<file path="config.mk">
export PLATFORM = sky130hd
export DESIGN_NAME = xonxoff_flow
export DESIGN_NICKNAME = d
export VERILOG_FILES = /design/src/rtl/xonxoff_flow_pkg.sv /design/src/rtl/xonxoff_flow_dp.sv /design/src/rtl/xonxoff_flow_ctrl.sv /design/src/rtl/xonxoff_flow.sv
export SDC_FILE = /design/constraint.sdc
export NUM_CORES = 1
export LEC_CHECK = 0
export BUFFER_PORTS_ARGS = -buffer_cell sky130_fd_sc_hd__buf_2
export CORE_MARGIN = 10
export CORE_UTILIZATION = 45
export CTS_CLUSTER_DIAMETER = 60
export CTS_CLUSTER_SIZE = 25
export DETAILED_ROUTE_END_ITERATION = 8
export PLACE_DENSITY = 0.89
export SYNTH_ARGS = -nofsm -noshare
export SYNTH_HDL_FRONTEND = slang
export SYNTH_SLANG_ARGS = --single-unit
</file>
<file path="constraint.sdc">
create_clock -name clk -period 2.88 [get_ports clk]
set_input_delay 0.288 -clock clk [delete_from_list [all_inputs] [get_ports clk]]
set_output_delay 0.288 -clock clk [all_outputs]
set_load 0.01 [all_outputs]
</file>
<file path="src/rtl/xonxoff_flow_pkg.sv">
package xonxoff_flow_pkg;

  // Datapath findings handed to the control
  typedef struct packed {
    logic xonHit;
    logic xoffHit;
    logic levelHigh;
    logic levelLow;
  } dp_flags_t;

  // Control strobes steering the datapath injection mux
  typedef struct packed {
    logic active;
    logic kindOn;
    logic pickFirst;
  } ctl_strobe_t;

  typedef enum logic [1:0] {
    INJ_IDLE   = 2'd0,
    INJ_FIRST  = 2'd1,
    INJ_SECOND = 2'd2
  } inj_state_e;

  localparam logic [1:0] SEL_NONE   = 2'b00;
  localparam logic [1:0] SEL_SECOND = 2'b01;
  localparam logic [1:0] SEL_FIRST  = 2'b10;
  localparam logic [1:0] SEL_BOTH   = 2'b11;

endpackage

</file>
<file path="src/rtl/xonxoff_flow_dp.sv">
module xonxoff_flow_dp
  import xonxoff_flow_pkg::*;
#(
  parameter int DATA_W   = 8,
  parameter int LVL_W    = 8,
  parameter int THR_W    = 4,
  parameter int LVL_UNIT = 8,
  parameter int STAT_W   = 5
) (
  input  logic                 clk,
  input  logic                 rstN,
  input  logic                 flowEn,
  input  logic [1:0]           rxSel,
  input  logic [DATA_W-1:0]    xonA,
  input  logic [DATA_W-1:0]    xonB,
  input  logic [DATA_W-1:0]    xoffA,
  input  logic [DATA_W-1:0]    xoffB,
  input  logic [2*THR_W-1:0]   levelCfg,
  input  logic                 rxValid,
  input  logic [DATA_W-1:0]    rxData,
  input  logic                 rxBreak,
  input  logic [LVL_W-1:0]     rxLevel,
  input  logic                 statClr,
  input  ctl_strobe_t          ctl,
  output dp_flags_t            flags,
  output logic                 fwdValid,
  output logic [DATA_W-1:0]    fwdData,
  output logic [DATA_W-1:0]    injData,
  output logic [STAT_W-1:0]    specStat
);

  localparam int CMP_W = LVL_W + THR_W;

  logic useFirst, useSecond;
  logic hitXonA, hitXonB, hitXoffA, hitXoffB, anyHit;
  logic [STAT_W-1:0] setMask;
  logic [CMP_W-1:0] haltWords, resumeWords, levelExt;

  // Receive-side comparison, qualified by enable and pair selection
  assign useFirst  = flowEn && rxSel[1];
  assign useSecond = flowEn && rxSel[0];

  assign hitXonA  = rxValid && useFirst  && (rxData == xonA);
  assign hitXonB  = rxValid && useSecond && (rxData == xonB);
  assign hitXoffA = rxValid && useFirst  && (rxData == xoffA);
  assign hitXoffB = rxValid && useSecond && (rxData == xoffB);
  assign anyHit   = hitXonA || hitXonB || hitXoffA || hitXoffB;

  // Threshold products in FIFO words
  assign haltWords   = CMP_W'(levelCfg[THR_W-1:0]) * CMP_W'(LVL_UNIT);
  assign resumeWords = CMP_W'(levelCfg[2*THR_W-1:THR_W]) * CMP_W'(LVL_UNIT);
  assign levelExt    = CMP_W'(rxLevel);

  always_comb begin
    flags.xonHit    = hitXonA || hitXonB;
    flags.xoffHit   = hitXoffA || hitXoffB;
    flags.levelHigh = (levelExt >= haltWords);
    flags.levelLow  = (levelExt <= resumeWords);
  end

  // Forwarding register towards the receive FIFO
  always_ff @(posedge clk) begin
    if (!rstN) begin
      fwdValid <= 1'b0;
      fwdData  <= '0;
    end else begin
      fwdValid <= rxValid && !anyHit;
      if (rxValid) fwdData <= rxData;
    end
  end

  // Sticky status; a new event in the clearing cycle survives
  always_comb begin
    setMask    = '0;
    setMask[0] = hitXonA;
    setMask[1] = hitXonB;
    setMask[2] = hitXoffA;
    setMask[3] = hitXoffB;
    setMask[4] = rxValid && rxBreak;
  end

  always_ff @(posedge clk) begin
    if (!rstN) specStat <= '0;
    else       specStat <= (statClr ? '0 : specStat) | setMask;
  end

  // Injection character selection driven by control strobes
  always_comb begin
    if (ctl.kindOn) injData = ctl.pickFirst ? xonA  : xonB;
    else            injData = ctl.pickFirst ? xoffA : xoffB;
  end

endmodule

</file>
<file path="src/rtl/xonxoff_flow_ctrl.sv">
module xonxoff_flow_ctrl
  import xonxoff_flow_pkg::*;
(
  input  logic        clk,
  input  logic        rstN,
  input  logic        flowEn,
  input  logic [1:0]  rxSel,
  input  logic [1:0]  txSel,
  input  dp_flags_t   flags,
  input  logic        injAck,
  output logic        txPause,
  output logic        injReq,
  output ctl_strobe_t ctl
);

  inj_state_e state;
  logic       haltSent;
  logic       kindOn;
  logic [1:0] capSel;

  // Pause towards the local transmitter; stop wins over resume
  always_ff @(posedge clk) begin
    if (!rstN)                            txPause <= 1'b0;
    else if (!flowEn || rxSel == SEL_NONE) txPause <= 1'b0;
    else if (flags.xoffHit)               txPause <= 1'b1;
    else if (flags.xonHit)                txPause <= 1'b0;
  end

  // Injection sequencer with hysteresis flag
  always_ff @(posedge clk) begin
    if (!rstN) begin
      state    <= INJ_IDLE;
      haltSent <= 1'b0;
      kindOn   <= 1'b0;
      capSel   <= SEL_NONE;
    end else if (!flowEn || txSel == SEL_NONE) begin
      state    <= INJ_IDLE;
      haltSent <= 1'b0;
    end else begin
      unique case (state)
        INJ_IDLE: begin
          if (!haltSent && flags.levelHigh) begin
            state    <= INJ_FIRST;
            kindOn   <= 1'b0;
            haltSent <= 1'b1;
            capSel   <= txSel;
          end else if (haltSent && flags.levelLow) begin
            state    <= INJ_FIRST;
            kindOn   <= 1'b1;
            haltSent <= 1'b0;
            capSel   <= txSel;
          end
        end
        INJ_FIRST: begin
          if (injAck) state <= (capSel == SEL_BOTH) ? INJ_SECOND : INJ_IDLE;
        end
        INJ_SECOND: begin
          if (injAck) state <= INJ_IDLE;
        end
        default: state <= INJ_IDLE;
      endcase
    end
  end

  always_comb begin
    ctl.active    = (state != INJ_IDLE);
    ctl.kindOn    = kindOn;
    ctl.pickFirst = (capSel == SEL_FIRST) ||
                    ((capSel == SEL_BOTH) && (state == INJ_FIRST));
  end

  assign injReq = ctl.active;

endmodule

</file>
<file path="src/rtl/xonxoff_flow.sv">
module xonxoff_flow
  import xonxoff_flow_pkg::*;
#(
  parameter int DATA_W     = 8,
  parameter int FIFO_DEPTH = 128,
  parameter int THR_W      = 4,
  parameter int LVL_UNIT   = 8,
  parameter int STAT_W     = 5,
  localparam int LVL_W     = $clog2(FIFO_DEPTH + 1)
) (
  input  logic                clk,
  input  logic                rstN,
  input  logic                flowEn,
  input  logic [1:0]          rxSel,
  input  logic [1:0]          txSel,
  input  logic [DATA_W-1:0]   xonA,
  input  logic [DATA_W-1:0]   xonB,
  input  logic [DATA_W-1:0]   xoffA,
  input  logic [DATA_W-1:0]   xoffB,
  input  logic [2*THR_W-1:0]  levelCfg,
  input  logic                rxValid,
  input  logic [DATA_W-1:0]   rxData,
  input  logic                rxBreak,
  input  logic [LVL_W-1:0]    rxLevel,
  output logic                fwdValid,
  output logic [DATA_W-1:0]   fwdData,
  output logic                txPause,
  output logic                injReq,
  output logic [DATA_W-1:0]   injData,
  input  logic                injAck,
  input  logic                statClr,
  output logic [STAT_W-1:0]   specStat
);

  dp_flags_t   flags;
  ctl_strobe_t ctl;

  xonxoff_flow_dp #(
    .DATA_W(DATA_W), .LVL_W(LVL_W), .THR_W(THR_W),
    .LVL_UNIT(LVL_UNIT), .STAT_W(STAT_W)
  ) u_dp (
    .clk(clk), .rstN(rstN), .flowEn(flowEn), .rxSel(rxSel),
    .xonA(xonA), .xonB(xonB), .xoffA(xoffA), .xoffB(xoffB),
    .levelCfg(levelCfg), .rxValid(rxValid), .rxData(rxData),
    .rxBreak(rxBreak), .rxLevel(rxLevel), .statClr(statClr),
    .ctl(ctl), .flags(flags), .fwdValid(fwdValid), .fwdData(fwdData),
    .injData(injData), .specStat(specStat)
  );

  xonxoff_flow_ctrl u_ctrl (
    .clk(clk), .rstN(rstN), .flowEn(flowEn), .rxSel(rxSel),
    .txSel(txSel), .flags(flags), .injAck(injAck),
    .txPause(txPause), .injReq(injReq), .ctl(ctl)
  );

endmodule

</file>
**Word level (Yosys, flattened, before mapping)**

Index checks and enable logic that the tools add are counted.

- Register bits: 21
- Input bits: 67
- Output and inout bits: 24
- Word-level logic and storage cells: 76

- $lt $le $gt $ge: 2
- Eq/ne operators: 11
- Mux-type cells: 18
- Bitwise operators: 3
- Reduce and logical (&&, ||, !) cells: 34

Operator list:

| operator | count |
|---|---|
| 8-bit equality test | 4 |
| 8-bit 2-to-1 mux | 3 |
| 2-bit 2-to-1 mux | 7 |
| 1-bit logical AND | 13 |
| 8-bit by 7-bit >= comparator with 1-bit output | 1 |
| 8-bit by 7-bit <= comparator with 1-bit output | 1 |
| 1-bit logical OR | 7 |
| 2-bit equality test, second input constant | 3 |
| 2-bit zero test | 3 |
| 1-bit 2-to-1 mux | 6 |
| 2-bit case mux with 3 select lines | 1 |
| 3-bit AND reduction | 2 |
| 2-bit nonzero test | 3 |
| 5-bit 2-to-1 mux | 1 |
| 5-bit OR | 1 |
| 2-bit inequality test, second input constant | 2 |
| 2-bit OR reduction | 2 |
| 1-bit zero test | 3 |
| 3-bit by 1-bit inequality test with 1-bit output, second input constant | 1 |
| 2-bit by 1-bit equality test with 1-bit output, second input constant | 1 |
| 1-bit NOT | 2 |
| 2-bit AND reduction | 1 |

**Longest topological paths before layout**

Gate-level depths: netlist of run 1.

- Depth in word-level cells: 8
- Mapped depth: 7

**Cells and area by module**

A second synthesis of run 1 with hierarchy kept.

- Cells, all modules: 182
- Area, all modules: 1686.6 µm²

Modules (own cells, without submodules):

| module | times used | cells an instance | area an instance (µm²) | sequential area each (µm²) |
|---|---|---|---|---|
| xonxoff_flow_dp | 1 | 140 | 1315.0 | 280.3 |
| xonxoff_flow_ctrl | 1 | 42 | 371.6 | 140.1 |

**Worst setup path after synthesis of run 1**

Ideal clock, no wire load.

- Path kind: input -> register
- Start: in levelCfg[7]
- End: reg u_ctrl.capSel[0]
- Library setup time: 125 ps
- Arrival time: 1524 ps
- Required time: 2755 ps
- Slack: 1231 ps
- Stages on the path: 7
- Path buffers: 0
- Cells stage by stage: inv_1 ha_1 a211oi_1 nand2_1 or3b_2 o211ai_1 a21boi_0

- Word-level cells in the longest chain between the ends: 4

Ends and longest elaborated chain:

| item | line | text |
|---|---|---|
| start, declared | xonxoff_flow.sv:20 | `input logic [2*THR_W-1:0] levelCfg,` |
| 8-bit by 7-bit <= comparator with 1-bit output | xonxoff_flow_dp.sv:58 | `flags.levelLow = (levelExt <= resumeWords);` |
| 1-bit logical AND | xonxoff_flow_ctrl.sv:47 | `end else if (haltSent && flags.levelLow) begin` |
| 2-bit nonzero test (no source line) | -- |  |
| 3-bit AND reduction (no source line) | -- |  |
| end signal, assigned | xonxoff_flow_ctrl.sv:46 | `capSel <= txSel;` |
| end signal, assigned | xonxoff_flow_ctrl.sv:51 | `capSel <= txSel;` |
| end, declared | xonxoff_flow_ctrl.sv:19 | `logic [1:0] capSel;` |

No other way between the ends.
A chain may end at the register's enable or synchronous reset.

**Worst setup path in the final report of run 1**

- Start: reg u_ctrl.state[1]
- End: out injData[2]

- Word-level cells in the longest chain between the ends: 5
- Elaborated cells between the ends (all ways): 6

Ends and longest elaborated chain:

| item | line | text |
|---|---|---|
| start, declared | xonxoff_flow_ctrl.sv:16 | `inj_state_e state;` |
| start signal, assigned | xonxoff_flow_ctrl.sv:55 | `if (injAck) state <= (capSel == SEL_BOTH) ? INJ_SECOND : INJ_IDLE;` |
| 2-bit by 1-bit equality test with 1-bit output * | xonxoff_flow_ctrl.sv:69 | `((capSel == SEL_BOTH) && (state == INJ_FIRST));` |
| 1-bit logical AND * | xonxoff_flow_ctrl.sv:69 |  |
| 1-bit logical OR * | xonxoff_flow_ctrl.sv:68 | `ctl.pickFirst = (capSel == SEL_FIRST) \|\|` |
| 8-bit 2-to-1 mux (on tied branches) | xonxoff_flow_dp.sv:90, xonxoff_flow_dp.sv:89 |  |
| 8-bit 2-to-1 mux * | xonxoff_flow_dp.sv:89 | `if (ctl.kindOn) injData = ctl.pickFirst ? xonA : xonB;` |
| end, declared | xonxoff_flow.sv:29 | `output logic [DATA_W-1:0] injData,` |

Mark *: on every way between the ends. The rest lies on a longest branch, timed or not.

==> results of run 1 <==
-- logic make-up after synthesis --
group                    after synthesis  synth area share, %
multiplexers                          20                 16.2
AO/OA/AOI/OAI                         29                 11.8
AND/OR/NAND/NOR                       59                 18.8
XOR/XNOR                              32                 17.1
buffers and inverters                 24                 8.09
flip-flops                            21                 22.6
adder cells (fa/ha/maj)                8                 5.39
-- worst paths after layout --
| kind | startpoint | endpoint | slack [ns] | cells past startpoint |
|---|---|---|---|---|
| hold / removal | rxBreak | u_dp.specStat[4] | 0.28 | 3 |
| hold reg to reg | u_dp.specStat[3] | u_dp.specStat[3] | 0.48 | 2 |
| setup reg to reg | u_ctrl.state[1] | u_ctrl.capSel[0] | 1.39 | 6 |
| setup / recovery | u_ctrl.state[1] | injData[2] | 0.74 | 5 |
-- sequential cells by signal (all words and copies together), names as in the netlist --
signal / count
u_dp.fwdData: 8
u_dp.specStat: 5
u_ctrl.capSel: 2
u_ctrl.state: 2
u_ctrl.haltSent: 1
u_ctrl.kindOn: 1
u_ctrl.txPause: 1
u_dp.fwdValid: 1
-- cells in the final DEF, fill, tap and decap left out, types with 2 or more instances in the layout --
cell      count
nor2_1        5
mux2i_1      12
mux4_2        8
nand3_1      11
nor2b_1       9
dfxtp_1      21
buf_2        90
nand2_1       9
or4_4         4
o21ai_0       4
nand4_1       6
o211ai_1      3
a21boi_2      4
a211oi_1      2
nand2b_1      6
xnor2_2       5
inv_1         9
or2_2         2
a21oi_1       6
a21boi_0      3
ha_1          8
xor2_1        4
xnor2_1      23
clkbuf_8      3
-- tightest hold or removal path: stages --
cell,delay [ns]
buf_2,0.10
nand2_1,0.05
a21boi_0,0.06
-- metal layers --
layer / vias up / GRT usage [%]
met5: - / 0
met4: 0 / 5.63
met3: 16 / 4.25
met2: 71 / 26.6
met1: 812 / 14.6
li1: 842 / -
-- power by group --
part | internal [mW] | leakage (nW) | switching [mW]
clock | 0.0965 | 0.0255 | 0.100
sequential | 0.304 | 0.172 | 0.0116
combinational | 0.139 | 0.852 | 0.130
total | 0.540 | 1.05 | 0.242
-- area by class of cell --
type / instances / area [µm²]
tap: 50 / 62.6
inverter: 9 / 33.8
timing repair buffer: 91 / 458
fill: 349 / 1690
multi-input combinational: 148 / 1290
sequential: 21 / 420
clock inverter: 1 / 5.00
clock buffer: 3 / 41.3
-- metrics by stage --
stage | instance area, µm² | std cells | setup WS (ns) | utilization (%) | hold slack [ns]
floorplan | 1860 | 193 | 1.23 | - | 0.444
global placement | 2260 | 319 | 1.05 | 56.5 | 0.463
detailed placement | 2260 | 319 | 0.923 | 56.5 | 0.473
CTS | 2310 | 323 | 0.727 | 57.7 | 0.276
global route | 2310 | 323 | 0.615 | 57.7 | 0.283
finish | 2310 | 323 | 0.740 | 57.7 | 0.282
==> impl_summary.md, run 1 <==
GRT
Entering global routing, the biggest net connects 21 pins. Global routing consumed, over all layers together, 14.3% of the routing resources. The final global-route overflow total is 0. The number of global-route vias before repair was around 1900. The initial antenna violation count is 0. The wire length of the first global-routing pass is approximately 8700 µm.

Floorplan
The area of the core is approximately 4000 µm². The initial utilization of the core area, before any placement, comes to 46.4%. The horizontal die dimension is 84.2 µm. The height of the chip is 84.2 µm. 91 I/O pins were placed. The die covers 7100 µm².

The number of core rows is 23.

STA
Summed over all failing endpoints, the final setup total negative slack is 0 ns. The measured slew at the worst slew-check pin is 0.483 ns. The final clock skew is 0.000443 ns. Static timing analysis puts the maximum clock frequency at 0.467 GHz. Setup violations remaining at the end of the flow were counted as 0. The number of pins with negative max-slew slack in the final report is 0.

The time the worst path needs with I/O delays and setup is 2.14 ns. Setup repair after global routing left no endpoint under its margin. The number of hold violations in the final report was 0. In the finished design, the share of the clock period the worst path needs comes to 74.3%. The normalized max-slew margin is between 60 and 70%.

Critical path
For the worst setup path, the data required time is 2.59 ns. STA classifies the critical path startpoint as a flip-flop. The longest individual stage delay on the worst path is 0.53 ns. Walking the worst path, the cells encountered are nand2b_1 -> a21boi_1 -> buf_4 -> mux4_2 -> buf_2. On the critical path, the stage with the largest delay is an instance of mux4_2. In this run the worst path has a maximum fanout of 8. The class of the most critical setup path is flip-flop to output pin. The signal arrival time at the worst endpoint is 1.85 ns. The worst setup path is captured at an output pin. The number of buffer and inverter instances along the worst setup path is 2. In this design, the largest share of critical-path delay is due to multiplexers.

Layout
The area overhead of the layout relative to synthesis is 24.3%. The number of nets in the final layout is 349. The repair_antennas step left the layout with diodes totalling 0. In the final layout, the share of cells above drive strength 1 is 44.7%.

Synthesis
The synthesized design contains 0 enable-type register cells. The flip-flop and latch count after synthesis is 21. Yosys instantiated no cell more often than xnor2_1. The number of nets in the synthesized netlist is 268. The most common flop cell mapped by yosys is dfxtp_1. The leading area contributor after synthesis is dfxtp_1. The number of different library cells in the post-synthesis netlist is 40. Of all flip-flops after synthesis, the portion carrying an async set or reset was 0%. After synthesis, the largest area contributor takes up 22.6% of total cell area.

During synthesis, Yosys emitted a total of 0 warnings. By area the synthesized netlist is led by dfxtp_1, xnor2_1, mux4_2. The commonest cells after synthesis are xnor2_1, dfxtp_1, mux2i_1. After technology mapping, the gate count stands at 193. Averaged over all synthesized cells, the footprint is 9.62 µm². Summing the sequential cell areas from Yosys gives 22.6% of the chip area. The summed instance area of the synthesized netlist is 1860 µm².

Route
The via count normalized by instance count is 5.39. The wire length per cell is 16.5 µm. The residual antenna-violating net count after detailed routing is 0. After detailed routing, no signal wire sits above met4. The total met2 wirelength after detailed routing is 2880 µm.

The first detailed-routing pass took 4 iterations. The number of DRC violations after detailed routing is 0. After the first detailed-routing iteration, the DRC count stood at 131. The total wire length after detailed routing is 5330 µm.

Detailed routing inserted a total of ~1700 vias. The met1 wire length is 1990 µm. The total length of routed met3 wires is 331 µm.

CTS
The largest buffer count on any clock path is 2. The latest clock arrival within the worst-skew pair is 0.26 ns. Post-CTS repair changed the size of 0 cells. The clock tree from TritonCTS is yes. The tree built by TritonCTS fans out to 21 sinks.

After clock tree synthesis, the clock-pin slew on the worst setup and hold paths is 0.08 ns. The number of hold-repair buffers added at the cts stage is 0. Clock tree synthesis inserted a total of 3 buffers. The total number of H-tree levels is 1. The cell at the root of the clock tree is clkbuf_8.

Post-CTS timing repair inserted 0 buffers for setup.

Worst hold path
The path category of the worst min-delay check is primary input to flip-flop.

Pwr
The worst-case IR drop observed on VDD is around 0.0003 V. The static power due to leakage is ~1.0 nW. The completed layout was analyzed and its total power is 782 µW.

For this design the ratio of total power to cell area is 339 nW/µm².

Job
Max-cap violations in this run came to 0.

Placement
The total of buffers placed on input and output ports is 90. At the end of routability-driven placement, the weighted congestion stood at 0.887. The post-DP HPWL is approximately 4600 µm.

Run status
The run finished with clean final reports.
(Power assumes the default switching activity.)
==> inputs of run 2 (changes only) <==
CORE_UTILIZATION = 42   (was 45)
PLACE_DENSITY = 0.87   (was 0.89)
clock period = 1.95 ns   (was 2.88 ns; I/O delays follow)
==> run 2 against run 1 <==
Net effect:
- hold slack worse by 0.090 ns
- global-route usage is 0.24 points lower
- clock power is 46% higher
- wire length is 2.3% higher
- final cell count is 1.5% higher
- setup slack worse by 0.70 ns
- register-to-register slack worse by 0.87 ns
- first-iteration DRC count is 32% lower
- count of clock-buffer cells in the layout is 1 higher
- critical endpoint is now injData[4]
- highest routed layer unchanged
==> impl_summary.md, run 2 (synthesis results as in run 1) <==
STA
Setup violations remaining at the end of the flow were counted as 0. The final clock skew is 0.00220 ns. Setup repair after global routing could not meet its margin everywhere. The number of pins with negative max-slew slack in the final report is 0. The normalized max-slew margin is between 60% and 70%.

For the pin with the worst max-slew slack, the measured transition is 0.496 ns. The final worst-path cycle share is 98.1%. The time the worst path needs with I/O delays and setup is 1.91 ns. The maximum clock frequency is about 0.52 GHz. Adding up every negative setup slack in the final design gives 0 ns.

The number of hold violations in the final report is 0.

GRT
The maximum number of pins on one net before global-route repair is 21. The initial antenna violation count is 0. The final global-route overflow total is 0.

Across every metal layer, demand over resource in global routing totals roughly 14%. The number of global-route vias before repair is 1910. The first global-routing pass estimated approximately 8700 µm of wire.

Layout
Relative to the synthesized area, the layout overhead comes to 28.2%. The number of nets in the final layout is 352. The library cells used most frequently in the layout, excluding fill and tap cells, are buf_2, xnor2_1, dfxtp_1, mux2i_1, nand3_1. The fraction of final layout cells with drive strength greater than 1 is 46.4%. The library cell used most frequently in the layout, excluding fill and tap cells, is buf_2. The filler cell count in the final layout is 370.

The number of inserted diodes is 0. The largest registers in the layout are u_dp.fwdData (8), u_dp.specStat (5). The register with the most flip-flops in the layout has 8 of them. The area of the multi-input gates is between 1000 and 1500 µm². The largest register by flop count is u_dp.fwdData. In the final layout, flip-flops and latches occupy ~420 µm².

Route
The routed design has roughly 5500 µm of wire. The met1 wire length is 2060 µm. The highest signal layer in the routed design is met4. Summing over every cut layer, the via total after detailed routing is 1755.

Dividing the detail-routed wire length by the instance count gives 16.6 µm. The routed design uses ~2900 µm of met2 wire. The number of DRC violations after detailed routing is 0. The number of violations reported at the end of detailed-routing iteration 0 is 89.

The residual antenna-violating net count after detailed routing is 0. The detailed-routing iteration count for the pre-antenna-repair pass is 4. The total length of routed met3 wires is between 300 and 400 µm. The via count normalized by instance count is 5.35.

Placement
The total of buffers placed on input and output ports is 90. The weighted congestion at the end of routability-driven global placement is 0.878. Summed over all nets, the half-perimeter wirelength after detailed placement is ~4500 µm.

Pwr
The net switching component of the power is 357 µW. The analysis attributes to cell leakage a power of 1.07 nW. Registers are responsible for 39.7% of the overall power. The switching share of power is a little under a third.

Summing internal, switching and leakage power gives 1.18 mW. The largest voltage drop on the vdd net is 0.000426 V. The combinational group share of total power is between 30% and 40%. The internal power is approximately 800 µW. The clock network is responsible for between 20% and 30% of the overall power. In this run the power density over the cells is about 490 nW/µm².

Floorplan
In this run the vertical extent of the chip is between 80 and 90 µm. The die covers approximately 7500 µm². Once the floorplan was initialized, standard cells occupied 42.9% of the core.

The number of core rows is 24. The horizontal die dimension is roughly 86 µm. Pin placement for this block handled 91 I/O pins. The area of the core is roughly 4300 µm².

Critical path
The worst setup path is launched from a flip-flop. The required time at the endpoint of the critical path is 1.75 ns. Of all nets on the critical path, the largest fanout is 8.

STA classifies the critical path endpoint as an output pin. The class of the most critical setup path is flip-flop to output pin. STA puts the critical path data arrival time at 1.72 ns.

CTS
TritonCTS built the clock tree. The clock sink count is 21. The tree is rooted in a clkbuf_8.

The number of buffers added by the clock tree synthesis step is 3. In this run the deepest clock path goes through 2 buffers. The total number of H-tree levels is 1. The latest clock arrival within the worst-skew pair is 0.26 ns. Clock-pin slew was measured on the worst setup and hold paths at 0.07 ns.

Job
The number of max-cap violations is 0.

Worst hold path
The path category of the worst min-delay check is primary input to flip-flop.

Run status
The run finished with clean final reports.
[run 2: worst paths after layout]
path | start | to | slack, ns | depth (start not counted)
worst max register to register | u_ctrl.state[1] | u_ctrl.capSel[0] | 0.52 | 6
worst max-delay path | u_ctrl.state[1] | injData[4] | 0.04 | 5
worst min register to register | u_dp.specStat[2] | u_dp.specStat[2] | 0.47 | 2
worst min-delay path | rxBreak | u_dp.specStat[4] | 0.19 | 3
[run 2: area by class of cell]
type | instances | area share (%)
clock buffers | 4 | 1.89
flip-flops and latches | 21 | 17.8
inverters | 9 | 1.42
well taps | 52 | 2.73
multi-input cells | 148 | 54.5
repair buffers | 94 | 21.7
[run 2: timing repair]
| action | 4_1_cts | 5_1_grt |
|---|---|---|
| setup endpoints to repair | 8 | 8 |
| gates resized for setup | 6 | 4 |
| buffers inserted | 0 | 1 |
| pin swaps | 1 | 0 |
| hold buffers | 0 | 0 |
[run 2: per-stage QoR]
| step | util [%] | cells | cell area [µm²] | hold slack (ns) | setup WS, ns |
|---|---|---|---|---|---|
| 4_1_cts | 54.3 | 327 | 2350 | 0.192 | 0.0240 |
| 5_1_grt | 55.0 | 328 | 2380 | 0.220 | -0.0366 |
| 3_5_place_dp | 52.7 | 323 | 2280 | 0.466 | 0.102 |
| 3_3_place_gp | 52.7 | 323 | 2280 | 0.457 | 0.258 |
| 6_report | 55.0 | 328 | 2380 | 0.192 | 0.0377 |
| 2_1_floorplan | - | 193 | 1860 | 0.351 | 0.394 |
[run 2: critical path: stages, from the launching register on]
cell and delay (ns):
dfxtp_2 0.34, nand2b_4 0.14, a21boi_2 0.13, buf_6 0.18
mux4_2 0.53, buf_6 0.14
[run 2: power groups by stage]
stage / Combinational [mW] / Sequential (mW) / Clock (mW)
after global placement: 0.391 / 0.475 / 0
final: 0.422 / 0.467 / 0.288
after floorplan: 0.258 / 0.475 / 0
after global routing: 0.466 / 0.470 / 0.312
after CTS: 0.410 / 0.466 / 0.300
after detailed placement: 0.401 / 0.475 / 0
[run 2: per-layer routing]
metal / global-route usage (%) / up-vias
li1: - / 849
met1: 14.8 / 835
met3: 4.41 / 12
met4: 4.42 / 0
met5: 0 / -
met2: 26.0 / 59
==> inputs of run 3 (changes only) <==
CORE_ASPECT_RATIO = 0.6   (was not set)
MAX_ROUTING_LAYER = met4   (was not set)
==> run 3 against run 2 <==
Net effect:
- setup slack lost 0.019 ns
- first-iteration DRC count grew 5.6%
- total power grew 1.1%
- largest cell class unchanged
- largest power group unchanged
==> impl_summary.md, run 3 (synthesis results as in run 1) <==
Floorplan
The starting utilization of the core area is 44.3%. The total die area is roughly 7600 µm². 91 I/O pins were placed. The number of core rows is 18.

The area of the core is 4190 µm². The horizontal die dimension is 106 µm. The height of the chip is 71.5 µm.

Worst hold path
Along the worst hold path, the cell count comes to 3. The path category of the worst min-delay check is primary input to flip-flop.

STA
The number of pins with negative max-slew slack in the final report was 0. The measured slew at the worst slew-check pin is between 0.4 and 0.5 ns. The post-layout worst setup margin is 0.0190 ns. Setup violations remaining at the end of the flow were counted as 0.

The clock period could shrink to 1.93 ns. Setup repair after global routing could not meet its margin everywhere. The number of hold violations in the final report was 0.

The maximum clock frequency is 0.518 GHz. In this run the tightest slew margin relative to its limit is 68.2%. The hold slack is between 0.15 and 0.2 ns. The final worst-path cycle share is between 90% and 100%.

The accumulated negative setup slack is 0 ns. Clock skew on the completed layout was measured at 0.00720 ns.

Critical path
The setup path with the least slack is of type flip-flop to output pin. The library cell contributing the largest single delay on the critical path is mux4_2. The longest individual stage delay on the worst path is around 0.55 ns.

The signal on the critical path passes through nand2b_4 -> a21boi_2 -> buf_6 -> mux4_2 -> buf_6. The worst register-to-register path has a depth of 7. The instance count on the critical path is 5. Of all nets on the critical path, the largest fanout is 8. The required time at the endpoint of the critical path is 1.75 ns. The number of buffers and inverters on the critical path is 2. The most frequent cell on the critical path is buf_6.

In this design, the largest share of critical-path delay is due to multiplexers. The worst setup path is captured at an output pin. Data on the critical path arrives at its endpoint at between 1.5 and 2 ns. The type of element launching the critical path is a flip-flop.

Layout
The library cell used most frequently in the layout, excluding fill and tap cells, is buf_2. In the final layout, the share of cells above drive strength 1 is 47.1%. The largest register by flop count is u_dp.fwdData. The number of nets in the final layout is around 350. 0 antenna diodes ended up in the layout. In the final layout, the registers with the most flip-flops are u_dp.fwdData (8), u_dp.specStat (5). The layout has roughly 390 filler cells. The library cells used most frequently in the layout, excluding fill and tap cells, are buf_2, xnor2_1, dfxtp_1, mux2i_1, nand3_1. The final standard cell count with taps included and fillers excluded is 336. The area overhead of the layout relative to synthesis is 29.2%. The register with the most flip-flops in the layout has 8 of them.

Pwr
In this run the static leakage power is between 1 and 1.5 nW. The largest voltage drop on the vdd net is 0.000298 V. The overall power consumption is ~1.2 mW. The power per unit of standard cell area is 496 nW/µm².

CTS
The cell at the root of the clock tree is clkbuf_8. The number of buffers added by the clock tree synthesis step is 3. The clock tree from TritonCTS is yes. The later pin in the worst-skew pair is clocked with a latency of 0.26 ns. In this run the number of H-tree levels came out at 1. The number of hold-repair buffers added at the cts stage is 0.

The largest buffer count on any clock path is 2. The clock sink count is 21. After clock tree synthesis, the clock-pin slew on the worst setup and hold paths is 0.07 ns.

GRT
The number of global-route vias before repair is 1863. The total track usage is 14.9%. The initial antenna violation count is 0.

The wire length of the first global-routing pass is approximately 9000 µm. Entering global routing, the biggest net connects 21 pins. After global routing the overflow that remains totals 0.

Route
The residual antenna-violating net count after detailed routing is 0. The detailed-routing iteration count for the pre-antenna-repair pass is 4. The via count normalized by instance count is approximately 5.2.

The number of violations reported at the end of detailed-routing iteration 0 is 94. The final route contains 1746 vias. The number of DRC violations after detailed routing is 0. The wire length per cell is 17.0 µm.

After detailed routing, the total wire length is 5700 µm.

Placement
The post-DP HPWL is around 4900 µm. The total of buffers placed on input and output ports is 90. OpenSTA, run right after detailed placement, puts the worst setup slack at around 0.17 ns. Once placement completed, the tool counted placed cells totaling roughly 330. The weighted congestion at the end of routability-driven global placement is roughly 0.87.

Run status
The run finished with clean final reports.

Job
The number of max-cap violations is 0.
## run 3: cell types whose count changed in the layout (fill, tap and decap cells not counted), sizes merged
cell    before  now
clkbuf       4    3
clkinv       0    1
## run 3: path summary, 6_finish.rpt
kind / from / to / slack [ns]
setup / recovery: u_ctrl.state[1] / injData[7] / 0.02
hold / removal: rxBreak / u_dp.specStat[4] / 0.19
setup reg to reg: u_ctrl.state[1] / u_ctrl.capSel[0] / 0.33
hold reg to reg: u_dp.specStat[4] / u_dp.specStat[4] / 0.48
## run 3: worst min-delay path, cell delays in order
cell,delay (ns)
buf_2,0.10
nand2_1,0.05
a21boi_0,0.06
## run 3: layer usage
| layer | track usage [%] | vias up | routed length [µm] |
|---|---|---|---|
| met5 | - | - | 0 |
| met1 | 18.7 | 819 | 2480 |
| met4 | 1.49 | 0 | 12 |
| li1 | - | 846 | - |
| met3 | 4.29 | 2 | 463 |
| met2 | 24.2 | 79 | 2740 |
## run 3: report_power, final
group	internal, mW	switching [mW]	leakage, nW
Sequential	0.450	0.0202	0.173
Clock	0.142	0.149	0.0255
Combinational	0.226	0.202	0.882
Total	0.818	0.372	1.08
## run 3: stage by stage
step	util, %	cell area (µm²)
3_5_place_dp	54.6	2290
5_1_grt	57.3	2400
2_1_floorplan	-	1860
6_report	57.3	2400
3_3_place_gp	54.6	2290
4_1_cts	56.5	2370
## run 3: layout make-up
type	count	area, µm²	area share (%)
multi-input combinational	148	1300	54.1
clock buffer	3	41.3	1.72
inverter	9	33.8	1.41
sequential	21	424	17.7
tap	60	75.1	3.13
timing repair buffer	94	522	21.8
clock inverter	1	5.00	0.209
## run 3: what timing repair did
action,in CTS,in global routing
resized for setup,6,6
pin swaps,1,0
endpoints found under the setup margin,8,8
setup buffers,1,0
